--- src/rtl/cfg_i2c_pkg.sv ---
package cfg_i2c_pkg;

    localparam int          BYTE_W     = 8;
    localparam int          COPIES     = 3;
    localparam logic [6:0]  BCAST_ADDR = 7'h00;

    typedef enum logic [3:0] {
        LK_IDLE,
        LK_ADDR,
        LK_ADDR_ACK,
        LK_REG,
        LK_REG_ACK,
        LK_WDATA,
        LK_WDATA_ACK,
        LK_RDATA,
        LK_RDATA_ACK,
        LK_SKIP
    } link_state_e;

    typedef struct packed {
        link_state_e        state;
        logic [BYTE_W-1:0]  shreg;
        logic [2:0]         bitcnt;
        logic [BYTE_W-1:0]  ptr;
        logic               sda_drv;
        logic               rd_mode;
        logic               wr_en;
        logic [BYTE_W-1:0]  wr_idx;
        logic [BYTE_W-1:0]  wr_data;
        logic               scl_p;
        logic               sda_p;
    } link_regs_t;

    localparam link_regs_t LINK_RESET = '{
        state:   LK_IDLE,
        shreg:   '0,
        bitcnt:  '0,
        ptr:     '0,
        sda_drv: 1'b0,
        rd_mode: 1'b0,
        wr_en:   1'b0,
        wr_idx:  '0,
        wr_data: '0,
        scl_p:   1'b1,
        sda_p:   1'b1
    };

endpackage

--- src/rtl/cfg_i2c_sync.sv ---
module cfg_i2c_sync #(
    parameter int STAGES = 2,
    parameter int WIDTH  = 2
) (
    input  logic             clk,
    input  logic             rst_n,
    input  logic [WIDTH-1:0] d_i,
    output logic [WIDTH-1:0] q_o
);

    logic [STAGES-1:0][WIDTH-1:0] chain_d;
    logic [STAGES-1:0][WIDTH-1:0] chain_q;

    always_comb begin
        chain_d[0] = d_i;
        for (int s = 1; s < STAGES; s++) begin
            chain_d[s] = chain_q[s-1];
        end
    end

    always_ff @(posedge clk or negedge rst_n) begin
        if (!rst_n) begin
            chain_q <= '1;
        end else begin
            chain_q <= chain_d;
        end
    end

    assign q_o = chain_q[STAGES-1];

endmodule

--- src/rtl/cfg_i2c_link.sv ---
module cfg_i2c_link
    import cfg_i2c_pkg::*;
(
    input  logic              clk,
    input  logic              rst_n,
    input  logic              scl_s,
    input  logic              sda_s,
    input  logic [6:0]        geo_addr,
    input  logic [BYTE_W-1:0] rd_data,
    output logic [BYTE_W-1:0] rd_idx,
    output logic              wr_en,
    output logic [BYTE_W-1:0] wr_idx,
    output logic [BYTE_W-1:0] wr_data,
    output logic              sda_drv
);

    link_regs_t        regs_q;
    link_regs_t        regs_d;

    logic              scl_rise;
    logic              scl_fall;
    logic              start_c;
    logic              stop_c;
    logic [BYTE_W-1:0] byte_in;
    logic              byte_end;
    logic              own_hit;
    logic              bcast_hit;

    // Line events from the synchronized samples
    assign scl_rise = scl_s & ~regs_q.scl_p;
    assign scl_fall = ~scl_s & regs_q.scl_p;
    assign start_c  = scl_s & regs_q.scl_p & regs_q.sda_p & ~sda_s;
    assign stop_c   = scl_s & regs_q.scl_p & ~regs_q.sda_p & sda_s;

    assign byte_in   = {regs_q.shreg[BYTE_W-2:0], sda_s};
    assign byte_end  = scl_rise && (regs_q.bitcnt == 3'd7);
    assign own_hit   = (byte_in[7:1] == geo_addr);
    assign bcast_hit = (byte_in[7:1] == BCAST_ADDR) && !byte_in[0];

    always_comb begin
        regs_d       = regs_q;
        regs_d.wr_en = 1'b0;
        regs_d.scl_p = scl_s;
        regs_d.sda_p = sda_s;

        if (start_c) begin
            regs_d.state   = LK_ADDR;
            regs_d.bitcnt  = '0;
            regs_d.sda_drv = 1'b0;
        end else if (stop_c) begin
            regs_d.state   = LK_IDLE;
            regs_d.sda_drv = 1'b0;
        end else begin
            case (regs_q.state)
                LK_ADDR, LK_REG, LK_WDATA: begin
                    if (scl_rise) begin
                        regs_d.shreg  = byte_in;
                        regs_d.bitcnt = regs_q.bitcnt + 3'd1;
                    end
                    if (byte_end) begin
                        if (regs_q.state == LK_ADDR) begin
                            if (own_hit || bcast_hit) begin
                                regs_d.state   = LK_ADDR_ACK;
                                regs_d.rd_mode = byte_in[0];
                            end else begin
                                regs_d.state = LK_SKIP;
                            end
                        end else if (regs_q.state == LK_REG) begin
                            regs_d.ptr   = byte_in;
                            regs_d.state = LK_REG_ACK;
                        end else begin
                            regs_d.wr_en   = 1'b1;
                            regs_d.wr_idx  = regs_q.ptr;
                            regs_d.wr_data = byte_in;
                            regs_d.ptr     = regs_q.ptr + 8'd1;
                            regs_d.state   = LK_WDATA_ACK;
                        end
                    end
                end

                LK_ADDR_ACK, LK_REG_ACK, LK_WDATA_ACK: begin
                    if (scl_fall) begin
                        if (!regs_q.sda_drv) begin
                            regs_d.sda_drv = 1'b1;
                        end else begin
                            regs_d.bitcnt = '0;
                            if (regs_q.state == LK_ADDR_ACK && regs_q.rd_mode) begin
                                regs_d.state   = LK_RDATA;
                                regs_d.shreg   = rd_data;
                                regs_d.sda_drv = ~rd_data[BYTE_W-1];
                            end else begin
                                regs_d.sda_drv = 1'b0;
                                regs_d.state   = (regs_q.state == LK_ADDR_ACK) ? LK_REG : LK_WDATA;
                            end
                        end
                    end
                end

                LK_RDATA: begin
                    if (scl_fall) begin
                        if (regs_q.bitcnt == 3'd7) begin
                            regs_d.sda_drv = 1'b0;
                            regs_d.bitcnt  = '0;
                            regs_d.ptr     = regs_q.ptr + 8'd1;
                            regs_d.state   = LK_RDATA_ACK;
                        end else begin
                            regs_d.shreg   = {regs_q.shreg[BYTE_W-2:0], 1'b0};
                            regs_d.sda_drv = ~regs_q.shreg[BYTE_W-2];
                            regs_d.bitcnt  = regs_q.bitcnt + 3'd1;
                        end
                    end
                end

                LK_RDATA_ACK: begin
                    if (scl_rise && sda_s) begin
                        regs_d.state = LK_SKIP;
                    end else if (scl_fall) begin
                        regs_d.state   = LK_RDATA;
                        regs_d.shreg   = rd_data;
                        regs_d.sda_drv = ~rd_data[BYTE_W-1];
                    end
                end

                default: begin
                    regs_d.sda_drv = 1'b0;
                end
            endcase
        end
    end

    always_ff @(posedge clk or negedge rst_n) begin
        if (!rst_n) begin
            regs_q <= LINK_RESET;
        end else begin
            regs_q <= regs_d;
        end
    end

    assign rd_idx  = regs_q.ptr;
    assign wr_en   = regs_q.wr_en;
    assign wr_idx  = regs_q.wr_idx;
    assign wr_data = regs_q.wr_data;
    assign sda_drv = regs_q.sda_drv;

endmodule

--- src/rtl/cfg_tmr_copy.sv ---
module cfg_tmr_copy
    import cfg_i2c_pkg::*;
#(
    parameter int NREG  = 8,
    parameter int ROW_W = 3
) (
    input  logic                   clk,
    input  logic                   rst_n,
    input  logic                   wr_en,
    input  logic [ROW_W-1:0]       wr_row,
    input  logic [BYTE_W-1:0]      wr_byte,
    output logic [NREG*BYTE_W-1:0] bits_o
);

    logic [NREG*BYTE_W-1:0] bits_d;
    logic [NREG*BYTE_W-1:0] bits_q;

    always_comb begin
        bits_d = bits_q;
        for (int r = 0; r < NREG; r++) begin
            if (wr_en && (wr_row == ROW_W'(r))) begin
                bits_d[r*BYTE_W +: BYTE_W] = wr_byte;
            end
        end
    end

    always_ff @(posedge clk or negedge rst_n) begin
        if (!rst_n) begin
            bits_q <= '0;
        end else begin
            bits_q <= bits_d;
        end
    end

    assign bits_o = bits_q;

endmodule

--- src/rtl/cfg_tmr_bank.sv ---
module cfg_tmr_bank
    import cfg_i2c_pkg::*;
#(
    parameter int               NREG     = 8,
    parameter logic [BYTE_W-1:0] REG_BASE = 8'h70
) (
    input  logic                   clk,
    input  logic                   rst_n,
    input  logic                   wr_en,
    input  logic [BYTE_W-1:0]      wr_idx,
    input  logic [BYTE_W-1:0]      wr_data,
    input  logic [BYTE_W-1:0]      rd_idx,
    output logic [BYTE_W-1:0]      rd_data,
    output logic [NREG*BYTE_W-1:0] voted_o
);

    localparam int NBITS = NREG * BYTE_W;
    localparam int ROW_W = (NREG > 1) ? $clog2(NREG) : 1;
    localparam int BASE  = int'(REG_BASE);
    localparam int LAST  = BASE + NREG;

    logic                       wr_hit;
    logic                       rd_hit;
    logic [ROW_W-1:0]           wr_row;
    logic [ROW_W-1:0]           rd_row;
    logic [COPIES-1:0][NBITS-1:0] copy_bits;

    // Window decode of the register number
    always_comb begin
        int wr_off;
        int rd_off;
        wr_off = int'(wr_idx) - BASE;
        rd_off = int'(rd_idx) - BASE;
        wr_hit = (int'(wr_idx) >= BASE) && (int'(wr_idx) < LAST);
        rd_hit = (int'(rd_idx) >= BASE) && (int'(rd_idx) < LAST);
        wr_row = wr_off[ROW_W-1:0];
        rd_row = rd_off[ROW_W-1:0];
    end

    // Three identical copies, all written by the same strobe
    generate
        for (genvar c = 0; c < COPIES; c++) begin : g_copy
            cfg_tmr_copy #(
                .NREG  (NREG),
                .ROW_W (ROW_W)
            ) u_copy (
                .clk     (clk),
                .rst_n   (rst_n),
                .wr_en   (wr_en && wr_hit),
                .wr_row  (wr_row),
                .wr_byte (wr_data),
                .bits_o  (copy_bits[c])
            );
        end
    endgenerate

    // Two-of-three majority per bit
    assign voted_o = (copy_bits[0] & copy_bits[1])
                   | (copy_bits[0] & copy_bits[2])
                   | (copy_bits[1] & copy_bits[2]);

    always_comb begin
        rd_data = '0;
        for (int r = 0; r < NREG; r++) begin
            if (rd_hit && (rd_row == ROW_W'(r))) begin
                rd_data = voted_o[r*BYTE_W +: BYTE_W];
            end
        end
    end

endmodule

--- src/rtl/cfg_i2c_tmr.sv ---
module cfg_i2c_tmr
    import cfg_i2c_pkg::*;
#(
    parameter int                NREG     = 8,
    parameter logic [BYTE_W-1:0] REG_BASE = 8'h70,
    parameter int                SYNC_STAGES = 2
) (
    input  logic                   clk,
    input  logic                   rst_n,
    input  logic                   scl_i,
    input  logic                   sda_i,
    input  logic [6:0]             geo_addr,
    output logic                   sda_oe,
    output logic [NREG*BYTE_W-1:0] cfg_out
);

    logic [1:0]        line_s;
    logic              link_wr_en;
    logic [BYTE_W-1:0] link_wr_idx;
    logic [BYTE_W-1:0] link_wr_data;
    logic [BYTE_W-1:0] link_rd_idx;
    logic [BYTE_W-1:0] bank_rd_data;

    cfg_i2c_sync #(
        .STAGES (SYNC_STAGES),
        .WIDTH  (2)
    ) u_sync (
        .clk   (clk),
        .rst_n (rst_n),
        .d_i   ({scl_i, sda_i}),
        .q_o   (line_s)
    );

    cfg_i2c_link u_link (
        .clk      (clk),
        .rst_n    (rst_n),
        .scl_s    (line_s[1]),
        .sda_s    (line_s[0]),
        .geo_addr (geo_addr),
        .rd_data  (bank_rd_data),
        .rd_idx   (link_rd_idx),
        .wr_en    (link_wr_en),
        .wr_idx   (link_wr_idx),
        .wr_data  (link_wr_data),
        .sda_drv  (sda_oe)
    );

    cfg_tmr_bank #(
        .NREG     (NREG),
        .REG_BASE (REG_BASE)
    ) u_bank (
        .clk     (clk),
        .rst_n   (rst_n),
        .wr_en   (link_wr_en),
        .wr_idx  (link_wr_idx),
        .wr_data (link_wr_data),
        .rd_idx  (link_rd_idx),
        .rd_data (bank_rd_data),
        .voted_o (cfg_out)
    );

endmodule

--- config.mk ---
export PLATFORM = sky130hd
export DESIGN_NAME = cfg_i2c_tmr
export DESIGN_NICKNAME = d
export VERILOG_FILES = /design/src/rtl/cfg_i2c_pkg.sv /design/src/rtl/cfg_i2c_sync.sv /design/src/rtl/cfg_i2c_link.sv /design/src/rtl/cfg_tmr_copy.sv /design/src/rtl/cfg_tmr_bank.sv /design/src/rtl/cfg_i2c_tmr.sv
export SDC_FILE = /design/constraint.sdc
export NUM_CORES = 1
export LEC_CHECK = 0
export ABC_AREA = 1
export BUFFER_PORTS_ARGS = -buffer_cell sky130_fd_sc_hd__buf_2
export CORE_MARGIN = 2
export CORE_UTILIZATION = 30
export DETAILED_ROUTE_END_ITERATION = 8
export PLACE_DENSITY = 0.51
export SETUP_SLACK_MARGIN = 0.15
export SYNTH_ARGS = -nofsm -noshare
export SYNTH_HDL_FRONTEND = slang
export SYNTH_SLANG_ARGS = --single-unit
export TNS_END_PERCENT = 50
--- constraint.sdc ---
create_clock -name clk -period 5.8 [get_ports clk]
set_input_delay 1.16 -clock clk [delete_from_list [all_inputs] [get_ports clk]]
set_output_delay 1.16 -clock clk [all_outputs]
set_load 0.02 [all_outputs]
==> impl_metrics.env, run 1 <==
export IMPL_die_h_um=143
export IMPL_synth_top_area_frac=0.455
export IMPL_n_antenna_cell=0
export IMPL_tightest_slew_ns=1.15
export IMPL_synthesis_nets=746
export IMPL_vias_per_cell=4.77
export IMPL_yosysMostFrequentCell="nand2_1"
export IMPL_vias=4917
export IMPL_yosys_warnings=0
export IMPL_dp_hpwl_um=11700
export IMPL_synth_adder_area_share=0.0173
export IMPL_initial_core_util=0.308
export IMPL_synth_area_leader_cell="dfrtp_1"
export IMPL_wirelength_um=16900
export IMPL_rsz0062_at_grt="false"
export IMPL_clk_pin_slew_worst_paths_ns=0.07
export IMPL_clock_path_buffers=2
export IMPL_synthMuxAreaShare=0
export IMPL_rows=50
export IMPL_grt_pass1_vias=4569
export IMPL_synth_compound_area_share=0.157
export IMPL_ys_seq_area_frac=0.482
export IMPL_grt_pass1_wl_um=26400
export IMPL_final_max_slew_viol_count=0
export IMPL_syn_area_um2=5770
export IMPL_cts_tree="built"
export IMPL_synth_seq_cells=111
export IMPL_cts_buffers=9
export IMPL_fin_tns_setup_ns=0
export IMPL_power_uw=2650
export IMPL_arrival_ns=2.80
export IMPL_drive_gt1_frac=0.171
export IMPL_synth_common_cells="nand2_1 (185), o21ai_0 (125), dfrtp_1 (105), inv_1 (96), nand3_1 (37)"
export IMPL_clock_skew_ns=0.0103
export IMPL_first_pass_iters=5
export IMPL_hold_path_class="reg2reg"
export IMPL_crit_reg2reg_capture="u_link.byte_in[2]$_DFFE_PN0P_"
export IMPL_grt_antenna_before_repair=0
export IMPL_synth_top_family_by_area="simple AND/OR/NAND/NOR gates"
export IMPL_ir_worst_vdd_mv=0.184
export IMPL_route_detailed_drc=0
export IMPL_path_class="reg2reg"
export IMPL_p_seq_frac=0.396
export IMPL_worstSkewPairLatency_ns=0.37
export IMPL_core_area_um2=18800
export IMPL_combPwrFrac=0.366
export IMPL_drt_first_iter_violations=497
export IMPL_clock_fmax_ghz=0.394
export IMPL_die_area_um2=20400
export IMPL_ctsHoldBuffers=0
export IMPL_intPower_uw=1520
export IMPL_final_cells=1031
export IMPL_critPathRequiredTime_ns=6.06
export IMPL_area_delta_synth_final_pct=15.1
export IMPL_fin_crit_sh=0.438
export IMPL_synth_main_ff_cell="dfrtp_1"
export IMPL_globalplace_congestion=0.842
export IMPL_hold_viol=0
export IMPL_cts_setup_buffers=0
export IMPL_cp_max_fo=29
export IMPL_r2r_start="u_link.rd_idx[3]$_DFFE_PN0P_"
export IMPL_ios=76
export IMPL_async_reset_ff_frac=1.00
export IMPL_port_buffers=75
export IMPL_syn_avg_cell_area_um2=7.94
export IMPL_crit_path_start="u_link.rd_idx[3]$_DFFE_PN0P_"
export IMPL_wl_per_cell_um=16.4
export IMPL_dp_cells=1015
export IMPL_synth_top_cells_by_area="dfrtp_1 (46%), nand2_1 (12%), o21ai_0 (11%), inv_1 (6.2%), nand3_1 (3.2%)"
export IMPL_power_density_nw_per_um2=398
export IMPL_final_util=0.354
export IMPL_grt_max_degree=65
export IMPL_grt_overflow_total=0
export IMPL_cts_root_buf="clkbuf_16"
export IMPL_synth_xor_area_frac=0.0137
export IMPL_end_kind="flip-flop"
export IMPL_fin_crit_ns=2.54
export IMPL_worst_r2r_cell_count=12
export IMPL_status="complete, no violations"
export IMPL_switching_share=0.426
export IMPL_cts_resized_gates=0
export IMPL_cts_sinks=111
export IMPL_ant_nets=0
export IMPL_leakagePower_uw=0.00329
export IMPL_yosysUniqueCellTypes=45
export IMPL_drv_cap=0
export IMPL_gr_usage_all_layers=0.170
export IMPL_p_switching_uw=1130
export IMPL_synth_cells=727
export IMPL_final_net_count=811
export IMPL_power_frac_clock=0.238
export IMPL_cp_start_kind="flip-flop"
export IMPL_h_tree_depth=3
export IMPL_die_w_um=143
export IMPL_synth_edf_count=0
export IMPL_setup_violations=0
export IMPL_endpoint="u_link.byte_in[2]$_DFFE_PN0P_"
export IMPL_max_slew_margin_rel=0.233
export IMPL_reg2reg_slack_ns=3.26
export IMPL_synthSimpleGateAreaFrac=0.238
==> layout make-up <==
type | instances | area, um^2
Inverter | 105 | 407
Clock buffer | 11 | 253
Multi-Input combinational cell | 487 | 2470
Timing Repair Buffer | 78 | 400
Tap cell | 234 | 293
Sequential cell | 111 | 2790
Fill cell | 1993 | 12100
Clock inverter | 5 | 41.3
==> registers in the layout, indices dropped and copies added (netlist names) <==
signal and flops:
u_bank.g_copy.u_copy.bits_o 64, u_link.byte_in 7, u_link.rd_idx 8, u_link.regs_q 10, u_link.sda_drv 1, u_link.wr_data 8, u_link.wr_en 1, u_link.wr_idx 8
u_sync.chain_d 2, u_sync.q_o 2
==> cell usage in the layout (no fill, tap or decap), types with 2 or more instances in the layout <==
master | synthesis | routed
nor3_1 | 9 | 9
nand3b_1 | 4 | 4
o21ai_1 | 2 | 2
nand4_1 | 11 | 11
nand2_1 | 185 | 185
nor2_2 | 4 | 5
inv_1 | 96 | 96
a21oi_1 | 21 | 21
a21oi_2 | 4 | 4
o21ai_0 | 125 | 124
clkinv_1 | 2 | 2
dfrtp_1 | 105 | 105
clkbuf_8 | 0 | 2
nand3_1 | 37 | 37
xor2_1 | 3 | 3
clkbuf_16 | 0 | 9
nand2_4 | 2 | 2
o221ai_1 | 2 | 2
ha_1 | 8 | 8
xnor2_1 | 6 | 6
clkinv_4 | 0 | 2
inv_2 | 6 | 6
nand3_4 | 2 | 2
o211ai_1 | 4 | 4
dfstp_2 | 6 | 6
nor2_1 | 29 | 28
or2_2 | 7 | 7
o22ai_1 | 5 | 5
nor2_4 | 3 | 3
buf_4 | 3 | 4
buf_2 | 5 | 74
==> per-layer routing <==
layer	part of all wire	routed length (um)	global-route usage	vias to the layer above
met3	0.047	794	0.0322	12
met5	0	0	0	-
li1	-	-	-	2489
met2	0.46	7740	0.259	99
met4	0.0095	161	0.0438	0
met1	0.49	8220	0.247	2317
==> logic make-up (layout without fill, tap and decap cells) <==
logic type / count (synthesis) / in the layout
compound gates: 169 / 169
xor+xnor: 9 / 9
fa+ha+maj: 8 / 8
buf+inv: 129 / 199
flops: 111 / 111
simple gates: 301 / 301
==> critical path, stage by stage, from the launching register on <==
cell and delay [ns]:
dfrtp_1 0.41, inv_1 0.15, nand3_1 0.10, nor2_2 0.08, buf_4 0.31, nand3_1 0.49, or2_2 0.45, nand2_1 0.07
nand2_1 0.05, nand2_1 0.11, nand2_1 0.06, nand2_1 0.06, a21oi_1 0.05
==> stage by stage <==
step                hold slack, ns  setup WS (ns)  instance area [um^2]
floorplan                    0.345           3.76                  5770
global placement             0.347           3.27                  6350
detailed placement           0.347           3.25                  6350
CTS                          0.358           3.27                  6650
global route                 0.363           3.03                  6650
finish                       0.359           3.26                  6650
==> worst min-delay path by stage <==
stage                                      from                      end  slack [ns]  depth (start not counted)
floorplan           u_sync.chain_d[2]$_DFF_PN1_  u_sync.q_o[0]$_DFF_PN1_        0.35                          0
global placement    u_sync.chain_d[3]$_DFF_PN1_  u_sync.q_o[1]$_DFF_PN1_        0.35                          0
detailed placement  u_sync.chain_d[3]$_DFF_PN1_  u_sync.q_o[1]$_DFF_PN1_        0.35                          0
CTS                 u_sync.chain_d[3]$_DFF_PN1_  u_sync.q_o[1]$_DFF_PN1_        0.36                          0
global route        u_sync.chain_d[3]$_DFF_PN1_  u_sync.q_o[1]$_DFF_PN1_        0.36                          0
finish              u_sync.chain_d[3]$_DFF_PN1_  u_sync.q_o[1]$_DFF_PN1_        0.36                          0
==> power groups by stage <==
stage	combinational, uW	clock [uW]	sequential, uW
after CTS	968	645	1050
after detailed placement	963	0	1060
after floorplan	727	0	1010
final	969	628	1050
after global placement	964	0	1060
after global routing	1100	669	1060
Note: power is estimated with default switching activity, not from simulation.
==> run 2, diff against run 1 <==
- clock period: 5.8 -> 2.4 ns (I/O delays scaled with it)
==> run 2 against run 1 <==
  * Clock-buffer cell count did not move
  * Critical endpoint is now u_link.byte_in[5]$_DFFE_PN0P_
  * Combinational power rose to 2.6 times the previous value
  * Cell area rose by 3.1%
  * Largest power group unchanged
==> impl_metrics.env, run 2 (synthesis results as in run 1) <==
export IMPL_status="complete, no violations"
export IMPL_wl_per_cell_um=16.6
export IMPL_place_area_um2=6450
export IMPL_leakagePower_uw=0.00339
export IMPL_die_h_um=143
export IMPL_largest_register_ffs=64
export IMPL_final_max_slew_viol_count=0
export IMPL_grt_antenna_before_repair=0
export IMPL_setup_violations=0
export IMPL_fin_crit_ns=2.06
export IMPL_final_common_cell="nand2_1"
export IMPL_critical_path_buf_inv_count=0
export IMPL_port_buffers=75
export IMPL_h_tree_depth=3
export IMPL_max_slew_margin_rel=0.539
export IMPL_clock_fmax_ghz=0.484
export IMPL_power_uw=6630
export IMPL_area_delta_synth_final_pct=18.7
export IMPL_nFillCells=2008
export IMPL_path_class="reg2reg"
export IMPL_max_stage_delay_ns=0.46
export IMPL_first_pass_iters=4
export IMPL_cp_common_cell="nand2_1"
export IMPL_postLayoutCellArea_um2=6850
export IMPL_clk_pin_slew_worst_paths_ns=0.08
export IMPL_fin_tns_setup_ns=0
export IMPL_cts_buffers=9
export IMPL_rsz0062_at_grt="true"
export IMPL_clock_path_buffers=2
export IMPL_power_density_nw_per_um2=968
export IMPL_drv_cap=0
export IMPL_cp_max_fo=8
export IMPL_cp_start_kind="flip-flop"
export IMPL_hold_path_class="in2async"
export IMPL_gr_usage_all_layers=0.178
export IMPL_worstSkewPairLatency_ns=0.36
export IMPL_critPathRequiredTime_ns=2.69
export IMPL_worst_r2r_cell_count=12
export IMPL_cts_tree="built"
export IMPL_crit_chain="nand2_1 -> nor2_2 -> nand4_2 -> nand3_1 -> nand2_1 -> nand2_1 -> nand2_1 -> nand2_1 -> nand2_1 -> nand2_1 -> nand2_1 -> a21oi_2"
export IMPL_die_area_um2=20400
export IMPL_cts_sinks=111
export IMPL_fin_crit_sh=0.860
export IMPL_final_net_count=827
export IMPL_arrival_ns=2.35
export IMPL_initial_core_util=0.308
export IMPL_ios=76
export IMPL_final_cells=1047
export IMPL_ctsHoldBuffers=0
export IMPL_grt_pass1_vias=4862
export IMPL_globalplace_congestion=0.850
export IMPL_critPathTopFamily="simple AND/OR/NAND/NOR gates"
export IMPL_drt_first_iter_violations=403
export IMPL_dp_hpwl_um=12600
export IMPL_reg2reg_slack_ns=0.34
export IMPL_die_w_um=143
export IMPL_cpMaxStageDelayCell="dfrtp_1"
export IMPL_dp_cells=1026
export IMPL_vias_per_cell=4.86
export IMPL_drive_gt1_frac=0.193
export IMPL_wirelength_um=17400
export IMPL_cts_root_buf="clkbuf_16"
export IMPL_ant_nets=0
export IMPL_grt_max_degree=46
export IMPL_grt_overflow_total=0
export IMPL_n_antenna_cell=0
export IMPL_worstSetupPathDepth=12
export IMPL_hold_viol=0
export IMPL_route_detailed_drc=0
export IMPL_tightest_slew_ns=0.689
export IMPL_rows=50
export IMPL_vias=5089
export IMPL_end_kind="flip-flop"
export IMPL_final_util=0.365
export IMPL_core_area_um2=18800
export IMPL_grt_pass1_wl_um=27700
export IMPL_ir_worst_vdd_mv=0.398
export IMPL_clock_skew_ns=0.00832
export IMPL_most_common_layout_cells="nand2_1 (185), o21ai_0 (124), dfrtp_1 (105)"
## run 2: area by class of cell
cell class / count / area (um^2) / share of cell area
clock buffer: 11 / 253 / 0.0369
clock inverter: 5 / 56.3 / 0.00822
inverter: 105 / 407 / 0.0593
multi-input combinational: 488 / 2530 / 0.369
sequential: 111 / 2790 / 0.406
tap: 234 / 293 / 0.0427
timing repair buffer: 93 / 529 / 0.0772
## run 2: what timing repair did
action	4_1_cts	5_1_grt
endpoints found under the setup margin	0	20
hold endpoints to repair	0	0
buffers inserted	0	4
resized for setup	0	12
## run 2: final timing paths
check | start | to
worst max register to register | u_link.rd_idx[5]$_DFFE_PN0P_ | u_link.byte_in[5]$_DFFE_PN0P_
min in group clk | scl_i | u_sync.chain_d[3]$_DFF_PN1_
worst max-delay path | u_link.rd_idx[5]$_DFFE_PN0P_ | u_link.byte_in[5]$_DFFE_PN0P_
max in group asynchronous | rst_n | u_sync.q_o[1]$_DFF_PN1_
worst min-delay path | rst_n | u_bank.g_copy[2].u_copy.bits_o[30]$_DFFE_PN0P_
worst min register to register | u_sync.chain_d[3]$_DFF_PN1_ | u_sync.q_o[1]$_DFF_PN1_
## run 2: layer usage
| metal | global-route usage | vias to the layer above | share of wire | routed length (um) |
|---|---|---|---|---|
| li1 | - | 2519 | - | - |
| met1 | 0.248 | 2424 | 0.46 | 8050 |
| met2 | 0.285 | 127 | 0.47 | 8140 |
| met3 | 0.0342 | 19 | 0.050 | 863 |
| met4 | 0.0448 | 0 | 0.019 | 336 |
| met5 | 0 | - | 0 | 0 |
## run 2: stage by stage
stage          hold slack (ns)  setup WS [ns]
2_1_floorplan            0.184          0.550
3_3_place_gp             0.348          0.143
3_5_place_dp             0.347          0.171
4_1_cts                 0.0885          0.162
5_1_grt                  0.103          0.110
6_report                0.0671          0.335
## run 2: power breakdown
part	internal (uW)	leakage [uW]	switching (uW)	total [uW]
clock	867	0.000152	722	1590
combinational	822	0.00177	1700	2520
sequential	2170	0.00147	346	2520
total	3860	0.00339	2770	6630
## run 2: worst reg2reg max path, cell delays in order, from the launching register on
cell	delay [ns]
dfrtp_1	0.46
nand2_1	0.18
nor2_2	0.27
nand4_2	0.29
nand3_1	0.27
nand2_1	0.08
nand2_1	0.07
nand2_1	0.04
nand2_1	0.05
nand2_1	0.06
nand2_1	0.07
nand2_1	0.06
a21oi_2	0.11
